==> src/rtl/bin2bcd_pkg.sv <==
// Package: constant functions shared by the converter and its checker.
// Assumes N between 1 and 62 so that 2^N-1 fits a longint.
package bin2bcd_pkg;

    // Number of decimal digits needed for 2^n-1.
    function automatic int dec_digits(input int n);
        longint mx;
        int     d;
        mx = (longint'(1) <<< n) - 1;
        d  = 1;
        while (mx >= 10) begin
            mx = mx / 10;
            d  = d + 1;
        end
        return d;
    endfunction

    // Largest value the top decimal digit of 2^n-1 can reach.
    function automatic int top_digit_max(input int n);
        longint mx;
        mx = (longint'(1) <<< n) - 1;
        while (mx >= 10) mx = mx / 10;
        return int'(mx);
    endfunction

    // Output width: full lower digits plus the truncated top digit.
    function automatic int bcd_width(input int n);
        return 4 * (dec_digits(n) - 1) + $clog2(top_digit_max(n) + 1);
    endfunction

    // True when digit d can hold 5 or more after k bits have been shifted in.
    function automatic bit cell_needed(input int k, input int d);
        longint mx;
        longint p;
        mx = (longint'(1) <<< k) - 1;
        p  = 5;
        for (int i = 0; i < d; i++) p = p * 10;
        return mx >= p;
    endfunction

endpackage

==> src/rtl/bin2bcd_add3.sv <==
// Module: single correction cell. Adds 3 to a digit of 5 or more and
// passes smaller digits through. Assumes the input digit is at most 9.
module bin2bcd_add3 (
    input  logic [3:0] dig_in,
    output logic [3:0] dig_out
);

    // Conditional add-3 correction.
    always_comb begin
        if (dig_in >= 4'd5) dig_out = dig_in + 4'd3;
        else                dig_out = dig_in;
    end

endmodule

==> src/rtl/bin2bcd_column.sv <==
// Module: one column of the tree. Corrects only the digits that can reach
// 5 or more after K bits, then shifts left, taking in the next input bit.
// Assumes din holds a valid BCD value below 2^K.
module bin2bcd_column #(
    parameter int K  = 3,
    parameter int ND = 1
) (
    input  logic [4*ND-1:0] din,
    input  logic            sin,
    output logic [4*ND-1:0] dout
);

    localparam int W = 4 * ND;

    logic [W-1:0] adj;

    // Per-digit choice between a correction cell and a plain wire.
    for (genvar d = 0; d < ND; d++) begin : g_dig
        if (bin2bcd_pkg::cell_needed(K, d)) begin : g_cell
            bin2bcd_add3 u_add3 (
                .dig_in (din[4*d +: 4]),
                .dig_out(adj[4*d +: 4])
            );
        end else begin : g_wire
            assign adj[4*d +: 4] = din[4*d +: 4];
        end
    end

    // Shift one place toward the top and insert the next binary bit.
    assign dout = {adj[W-2:0], sin};

endmodule

==> src/rtl/bin2bcd_tree.sv <==
// Module: top of the pruned shift-and-add-3 converter. Builds N-3 columns
// whose cell count grows with the bits already consumed. The output is cut
// to the derived width M. Purely combinational, with no clock or reset.
module bin2bcd_tree #(
    parameter int N = 24
) (
    input  logic [N-1:0]                          bin,
    output logic [bin2bcd_pkg::bcd_width(N)-1:0]  bcd
);

    localparam int M = bin2bcd_pkg::bcd_width(N);
    localparam int D = bin2bcd_pkg::dec_digits(N);
    localparam int W = 4 * D;

    if (N <= 3) begin : g_short
        // Values below 8 are already valid single BCD digits.
        assign bcd = bin;
    end else begin : g_tree
        logic [W-1:0] stage [0:N-3];

        // Seed with the top three bits, which need no correction yet.
        assign stage[0] = {{(W-3){1'b0}}, bin[N-1 -: 3]};

        for (genvar j = 0; j < N - 3; j++) begin : g_col
            bin2bcd_column #(
                .K (j + 3),
                .ND(D)
            ) u_col (
                .din (stage[j]),
                .sin (bin[N-4-j]),
                .dout(stage[j+1])
            );
        end

        // Keep only the bits the value can reach.
        assign bcd = stage[N-3][M-1:0];
    end

endmodule

==> config.mk <==
export PLATFORM = sky130hd
export DESIGN_NAME = bin2bcd_tree
export DESIGN_NICKNAME = d
export VERILOG_FILES = /design/src/rtl/bin2bcd_pkg.sv /design/src/rtl/bin2bcd_add3.sv /design/src/rtl/bin2bcd_column.sv /design/src/rtl/bin2bcd_tree.sv
export SDC_FILE = /design/constraint.sdc
export NUM_CORES = 1
export LEC_CHECK = 0
export CORE_MARGIN = 2
export CORE_UTILIZATION = 29
export DETAILED_ROUTE_END_ITERATION = 8
export GPL_TIMING_DRIVEN = 0
export SYNTH_ARGS = -nofsm -noshare
export SYNTH_HDL_FRONTEND = slang
export SYNTH_SLANG_ARGS = --single-unit
==> constraint.sdc <==
create_clock -name vclk -period 40.1
set_input_delay 8.02 -clock vclk [all_inputs]
set_output_delay 8.02 -clock vclk [all_outputs]
set_load 0.01 [all_outputs]
==> out/results.tsv, run 1 <==
metric	value	unit
drc_errors	0	
syn_avg_cell_area	6.71	sq um
drt_wl_total	30500	microns
grt_use_total	14.0	%
grt_start_max_net_pins	11	
worst_pin_slew	864	ps
grt.overflow.total	0	
core_area	0.0395	sq mm
synth-warning-count	0	
chipWidth	203	microns
critPathMaxFanout	10	
drtIter0Drc	905	
worst_ep_arrival_time	27350	ps
antenna_cells	0	
hold_end	bcd[0]	
ys_seq_area_share	0	%
finalSetupViolations	0	
crit_path_start	bin[21]	
hold_viol	0	
grt_setup_unrepaired	no	
synth_fp_nets	1795	
start_kind	input port	
post_cts_buffers	0	
grt_antenna_before_repair	0	
start_util	29.2	%
maxCapViolCount	0	
synthCells	1720	
grt_pass1_vias	12153	
drive_gt1_share	10.8	%
fin_setup_tns	0	ps
path_common_cell	ha_1	
timing.final.max_slew_violations	0	
wl_per_cell	13.3	microns
vias	13391	
ant_nets	0	
min_period	35370	ps
die_y	203	microns
cts-resized-gates	0	
fin_crit_sh	88.2	%
path_class	in2out	
place.gp.congestion	0.928	
grt_pass1_wl	53800	microns
fp.dieArea	0.0414	sq mm
end_kind	primary output	
io_buffers	42	
min_from	bin[0]	
crit_buf_inv	17	
first_pass_iters	6	
fin_nets	1839	
hold_class	in2out	
io_pins	53	
area_growth	9.34	%
run_status	completed	
critPathSlowestCell	clkdlybuf4s50_1	
critPathMaxStageDelay	550	ps
fmax	28.3	MHz
synth_area	0.0115	sq mm
cts_hold_buffers	0	
slew_headroom	42.4	%
place_hpwl	23900	microns
holdPathStages	2	
vias_per_cell	5.86	
seq_cells	0	
clock_buffers	0	
critical_path_required	32080	ps
ys_types	127	
register_area	0	sq um
nFillCells	4319	
rows	73	
path_delay_family	compound AO/OA/AOI/OAI gates	
cell type report:
| class | count | area (sq um) | area share [%] |
|---|---|---|---|
| plain buffers | 75 | 330 | 2.62 |
| inverters | 112 | 423 | 3.35 |
| multi-input cells | 1533 | 10800 | 85.5 |
| well taps | 525 | 657 | 5.21 |
| repair buffers | 42 | 420 | 3.33 |
cell usage in the layout, fill, tap and decap left out, types with 11 or more instances in the layout:
| cell | count |
|---|---|
| a21oi_1 | 120 |
| nor2_1 | 161 |
| mux2i_1 | 43 |
| o221ai_1 | 11 |
| clkbuf_1 | 50 |
| nor3_1 | 57 |
| buf_2 | 15 |
| a211o_1 | 15 |
| ha_1 | 51 |
| inv_1 | 89 |
| nand4_1 | 19 |
| or3_1 | 17 |
| nor4_1 | 14 |
| o31a_1 | 12 |
| clkdlybuf4s50_1 | 42 |
| o21a_1 | 15 |
| nand2_1 | 163 |
| a31oi_1 | 21 |
| mux2_2 | 23 |
| o22ai_1 | 19 |
| xnor2_1 | 45 |
| nor2b_1 | 13 |
| inv_2 | 20 |
| nand3_1 | 48 |
| o21ai_0 | 100 |
| o21ai_1 | 27 |
| or2_1 | 11 |
| a221oi_1 | 16 |
| o31ai_1 | 14 |
| and3_1 | 19 |
| and2_1 | 21 |
| o21bai_1 | 11 |
| o211ai_1 | 43 |
| o2111ai_1 | 11 |
| nand2b_1 | 27 |
| a21o_1 | 23 |
| a211oi_1 | 34 |
through the flow:
stage	instance area (sq um)	cells	hold WS (ps)	setup slack [ps]	utilization [%]
after floorplan	11500	1720	16130	8090	-
after global placement	12600	2287	16610	5220	32.0
after detailed placement	12600	2287	16610	5000	32.0
after CTS	12600	2287	16610	4850	32.0
after global routing	12600	2287	16620	2820	32.0
final	12600	2287	16610	4730	32.0
kinds of logic (layout without fill, tap and decap cells):
logic type / count (synthesis) / after routing / synth area share [%]
buffers and inverters: 187 / 229 / 6.53
xor gates and xnor gates: 62 / 62 / 5.81
and+or+nand+nor: 630 / 630 / 27.8
muxes: 79 / 79 / 7.61
AOI/OAI and AO/OA: 705 / 705 / 46.2
adders and majority gates: 57 / 57 / 6.05
synth_stat cells (all sizes together) (27+ instances only):
master  instances  area (sq um)
clkbuf         50           188
ha             51           638
mux2i          49           522
a211oi         37           293
o21ai         132           679
nor3           62           335
mux2           30           357
nand2b         27           169
inv           110           415
nand3          48           240
xnor2          53           569
nand2         163           612
a21oi         130           696
o211ai         47           373
nor2          164           623
how the worst max path moves through the flow:
| stage | endpoint | slack, ps | cells past startpoint |
|---|---|---|---|
| after CTS | bcd[26] | 4850 | 92 |
| after global routing | bcd[18] | 2820 | 87 |
| after detailed placement | bcd[26] | 5000 | 92 |
| final | bcd[26] | 4730 | 92 |
| after floorplan | bcd[26] | 8090 | 89 |
| after global placement | bcd[26] | 5220 | 90 |
per-layer routing:
metal / vias to the layer above / track usage (%) / wire length (microns)
li1: 6784 / - / -
met1: 6229 / 19.2 / 14600
met2: 344 / 25.4 / 14600
met3: 34 / 0.192 / 1020
met4: 0 / 1.59 / 252
met5: - / 0 / 0
Power of run 1 is left out: the tool's default activity adds up to more than one toggle a clock period on the data nets, which glitch-free logic cannot reach.
==> run 2: changes to the inputs <==
--- a/config.mk
+++ b/config.mk
@@ -6,9 +6,11 @@
 export NUM_CORES = 1
 export LEC_CHECK = 0
 export CORE_MARGIN = 2
-export CORE_UTILIZATION = 29
+export CORE_UTILIZATION = 70
 export DETAILED_ROUTE_END_ITERATION = 8
 export GPL_TIMING_DRIVEN = 0
+export PLACE_DENSITY = 0.91
 export SYNTH_ARGS = -nofsm -noshare
 export SYNTH_HDL_FRONTEND = slang
+export SYNTH_HIERARCHICAL = 1
 export SYNTH_SLANG_ARGS = --single-unit
==> run 2 against run 1 <==
Against the previous run: critical endpoint is now bcd[10]; global-route usage is 6.8 points higher; cell count is 33% lower; synthesized cell count is 22% lower; wire length is 57% lower; first-iteration DRC count is 79% lower.
==> out/results.tsv, run 2 <==
metric	value	unit	change
chipWidth	115	microns	was 203 microns
grt_use_total	20.8	%	was 14.0%
start_util	71.9	%	was 29.2%
finalSetupViolations	0		unchanged
synthCells	1348		was 1,720
grt_pass1_wl	25500	microns	was 53,800 microns
grt.overflow.total	0		unchanged
grt_start_max_net_pins	5		was 11
critPathSlowestCell	clkdlybuf4s50_1		unchanged
holdPathStages	2		unchanged
register_area	0	sq um	unchanged
drive_gt1_share	11.7	%	was 10.8%
start_kind	input port		unchanged
first_pass_iters	4		was 6
io_buffers	32		was 42
crit_path_start	bin[22]		was bin[21]
fin_setup_tns	0	ps	unchanged
area_growth	6.14	%	was 9.34%
io_pins	53		unchanged
fmax	29.3	MHz	was 28.3 MHz
vias_per_cell	5.03		was 5.86
grt_antenna_before_repair	0		unchanged
fin_nets	1571		was 1,839
wl_per_cell	8.46	microns	was 13.3 microns
critical_path_required	32080	ps	about the same
worst_ep_arrival_time	26130	ps	was 27,350 ps
place_hpwl	12100	microns	was 23,900 microns
fin_crit_sh	85.2	%	was 88.2%
final_cell_mix	nand2_1, inv_1, nand2b_1, ha_1, buf_4		was nand2_1, nor2_1, a21oi_1
synth_area	0.00863	sq mm	was 0.0115 sq mm
ant_nets	0		unchanged
vias	7717		was 13.4k
path_common_cell	nand2b_1		was ha_1
synth-warning-count	6		was 0
hold_class	in2out		unchanged
drc_errors	0		unchanged
syn_avg_cell_area	6.40	sq um	was 6.71 sq um
critPathMaxFanout	4		was 10
core_area	0.0120	sq mm	was 0.0395 sq mm
clock_buffers	0		unchanged
run_status	completed		unchanged
rows	40		was 73
seq_cells	0		unchanged
cp-endpoint	bcd[10]		was bcd[26]
place.gp.congestion	0.775		was 0.928
grt_pass1_vias	7075		was 12.2k
timing.final.max_slew_violations	0		unchanged
min_from	bin[0]		unchanged
maxCapViolCount	0		unchanged
grt_setup_unrepaired	no		unchanged
antenna_cells	0		unchanged
hold_viol	0		unchanged
min_period	34150	ps	was 35,370 ps
post_cts_buffers	0		unchanged
die_y	115	microns	was 203 microns
drtIter0Drc	193		was 905
path_class	in2out		unchanged
cts_hold_buffers	0		unchanged
end_kind	primary output		unchanged
cts-resized-gates	0		unchanged
fp.dieArea	0.0132	sq mm	was 0.0414 sq mm
final_common_cell	nand2_1		unchanged
critPathMaxStageDelay	550	ps	about the same
drt_wl_total	13000	microns	was 30,500 microns
run 2: cell count changes in the layout (fill, tap and decap cells not counted), moves of 77 or more:
| cell | before | now |
|---|---|---|
| nand2b_1 | 27 | 158 |
| nand2_1 | 163 | 316 |
| buf_4 | 6 | 83 |
| ha_1 | 51 | 158 |
| nor2_1 | 161 | 79 |
| a21oi_1 | 120 | 0 |
run 2: layer usage:
layer	share of wire (%)	GRT usage [%]
met1	46	23.7
met2	52	44.4
met4	0	0.964
met5	0	0
met3	1.3	0.422
run 2: critical path: cells and delay by family:
kind            cells  cell delay (ps)
compound gates     22             4640
xor+xnor           17             2820
fa+ha+maj          20             3680
buf+inv            22             3030
mux                 2              620
simple gates       21             3350
run 2: worst min path at each step:
stage,to,slack (ps)
final,bcd[0],16610
after floorplan,bcd[0],16130
after global placement,bcd[0],16610
after detailed placement,bcd[0],16610
after global routing,bcd[0],16620
after CTS,bcd[0],16610
run 2: through the flow:
| stage | hold WS [ps] | util (%) | setup WS [ps] | instances | area, sq um |
|---|---|---|---|---|---|
| floorplan | 16130 | - | 8530 | 1355 | 8660 |
| global placement | 16610 | 76.3 | 6660 | 1534 | 9160 |
| detailed placement | 16610 | 76.3 | 5950 | 1534 | 9160 |
| CTS | 16610 | 76.3 | 5900 | 1534 | 9160 |
| global route | 16620 | 76.3 | 4130 | 1534 | 9160 |
| finish | 16610 | 76.3 | 5950 | 1534 | 9160 |
run 2: layout make-up:
type | count | area [sq um]
inverters | 158 | 593
repair buffers | 32 | 320
multi-input cells | 1114 | 7440
plain buffers | 83 | 623
well taps | 147 | 184
fillers | 929 | 2850
Power of run 2 is left out for the same reason.
==> run 3: changes to the inputs <==
--- a/config.mk
+++ b/config.mk
@@ -6,10 +6,10 @@
 export NUM_CORES = 1
 export LEC_CHECK = 0
 export CORE_MARGIN = 2
-export CORE_UTILIZATION = 70
+export CORE_UTILIZATION = 55
 export DETAILED_ROUTE_END_ITERATION = 8
 export GPL_TIMING_DRIVEN = 0
-export PLACE_DENSITY = 0.91
+export PLACE_DENSITY = 0.74
 export SYNTH_ARGS = -nofsm -noshare
 export SYNTH_HDL_FRONTEND = slang
 export SYNTH_HIERARCHICAL = 1
==> run 3 against run 2 <==
Against the previous run: maximum frequency increased by 0.77%; sequential cell count unchanged; critical path depth increased by 3; via count decreased by 2.8%; non-clock buffer count unchanged; hold slack unchanged; wire length decreased by 6.0%; global-route usage decreased by 5.6 points; utilization decreased by 16 points; first-iteration DRC count increased by 1.6%; design area increased by 0.87%; setup slack improved by 260 ps; critical endpoint is now bcd[2]; largest cell class unchanged; highest routed layer unchanged.
==> out/results.tsv, run 3 (synthesis gave the netlist of run 2 again) <==
metric	value	unit	change
run_status	completed		unchanged
rows	45		was 40
highest_layer	met3		unchanged
grt_antenna_before_repair	0		unchanged
die_y	129	microns	was 115 microns
final_cell_mix	nand2_1, inv_1, nand2b_1, ha_1, buf_4		unchanged
nFillCells	1468		was 929
drt_wl_total	12200	microns	was 13,000 microns
cts-resized-gates	0		unchanged
register_area	0	sq um	unchanged
io_buffers	32		unchanged
fin_crit_sh	84.5	%	was 85.2%
wl_met2	5770	microns	was 6800 microns
worst_ep_arrival_time	25870	ps	was 26,130 ps
ant_nets	0		unchanged
post_cts_buffers	0		unchanged
drive_gt1_share	11.7	%	unchanged
critPathMaxStageDelay	550	ps	about the same
first_pass_iters	4		unchanged
fp.dieArea	0.0167	sq mm	was 0.0132 sq mm
chipWidth	129	microns	was 115 microns
final_common_cell	nand2_1		unchanged
end_kind	primary output		unchanged
fmax	29.5	MHz	was 29.3 MHz
grt_setup_unrepaired	no		unchanged
critPathMaxFanout	3		was 4
cts_hold_buffers	0		unchanged
grt_start_max_net_pins	5		unchanged
critical_path_required	32080	ps	about the same
clock_buffers	0		unchanged
io_pins	53		unchanged
maxCapViolCount	0		unchanged
finalSetupViolations	0		unchanged
place.gp.congestion	0.753		was 0.775
place_hpwl	11400	microns	was 12,100 microns
antenna_cells	0		unchanged
wl_per_cell	7.63	microns	was 8.46 microns
area_growth	7.07	%	was 6.14%
vias	7499		was 7,717
grt_pass1_vias	6510		was 7,075
path_class	in2out		unchanged
fin_nets	1571		unchanged
hold_class	in2out		unchanged
drc_errors	0		unchanged
drtIter0Drc	196		was 193
routed-wl-met3	159	microns	was 164 microns
core_area	0.0153	sq mm	was 0.0120 sq mm
grt_use_total	15.3	%	was 20.8%
grt.overflow.total	0		unchanged
hold_viol	0		unchanged
timing.final.max_slew_violations	0		unchanged
fin_setup_tns	0	ps	unchanged
seq_cells	0		unchanged
critPathSlowestCell	clkdlybuf4s50_1		unchanged
start_util	56.6	%	was 71.9%
vias_per_cell	4.69		was 5.03
m1WireLength	6270	microns	was 6020 microns
grt_pass1_wl	23900	microns	was 25,500 microns
min_period	33890	ps	was 34,150 ps
start_kind	input port		unchanged
[run 3: cell counts in the layout (fill, tap and decap cells not counted)]
Identical to the previous run, type by type.
[run 3: final cells by class]
class                           count  area [sq um]  area share (%)
Inverter                          158           593            6.42
Multi-Input combinational cell   1114          7440            80.5
Timing Repair Buffer               32           320            3.47
Buffer                             83           623            6.74
Tap cell                          211           264            2.86
[run 3: metal layers]
layer  vias to the layer above  track usage [%]
met1                      3159             19.7
met4                         0           0.0639
li1                       4307                -
met3                         0            0.372
met5                         -                0
met2                        33             29.8
[run 3: worst paths after layout]
check     from  endpoint  cells after the start
max    bin[22]    bcd[2]                    107
min     bin[0]    bcd[0]                      2
[run 3: worst max-delay path, delay by kind of cell]
family,cells,cell delay (ps)
AOI/OAI and AO/OA,21,4230
adders and majority gates,21,3690
and+or+nand+nor,21,3450
xor gates and xnor gates,20,3140
buffers and inverters,23,3090
muxes,1,200
[run 3: through the flow]
step	area, sq um	setup WS [ps]	instances	hold WS [ps]	util (%)
after detailed placement	9240	6160	1598	16610	60.6
final	9240	6210	1598	16610	60.6
after global routing	9240	4450	1598	16630	60.6
after floorplan	8660	8530	1355	16130	-
after global placement	9240	6520	1598	16610	60.6
after CTS	9240	6120	1598	16610	60.6
Power of run 3 is left out for the same reason.
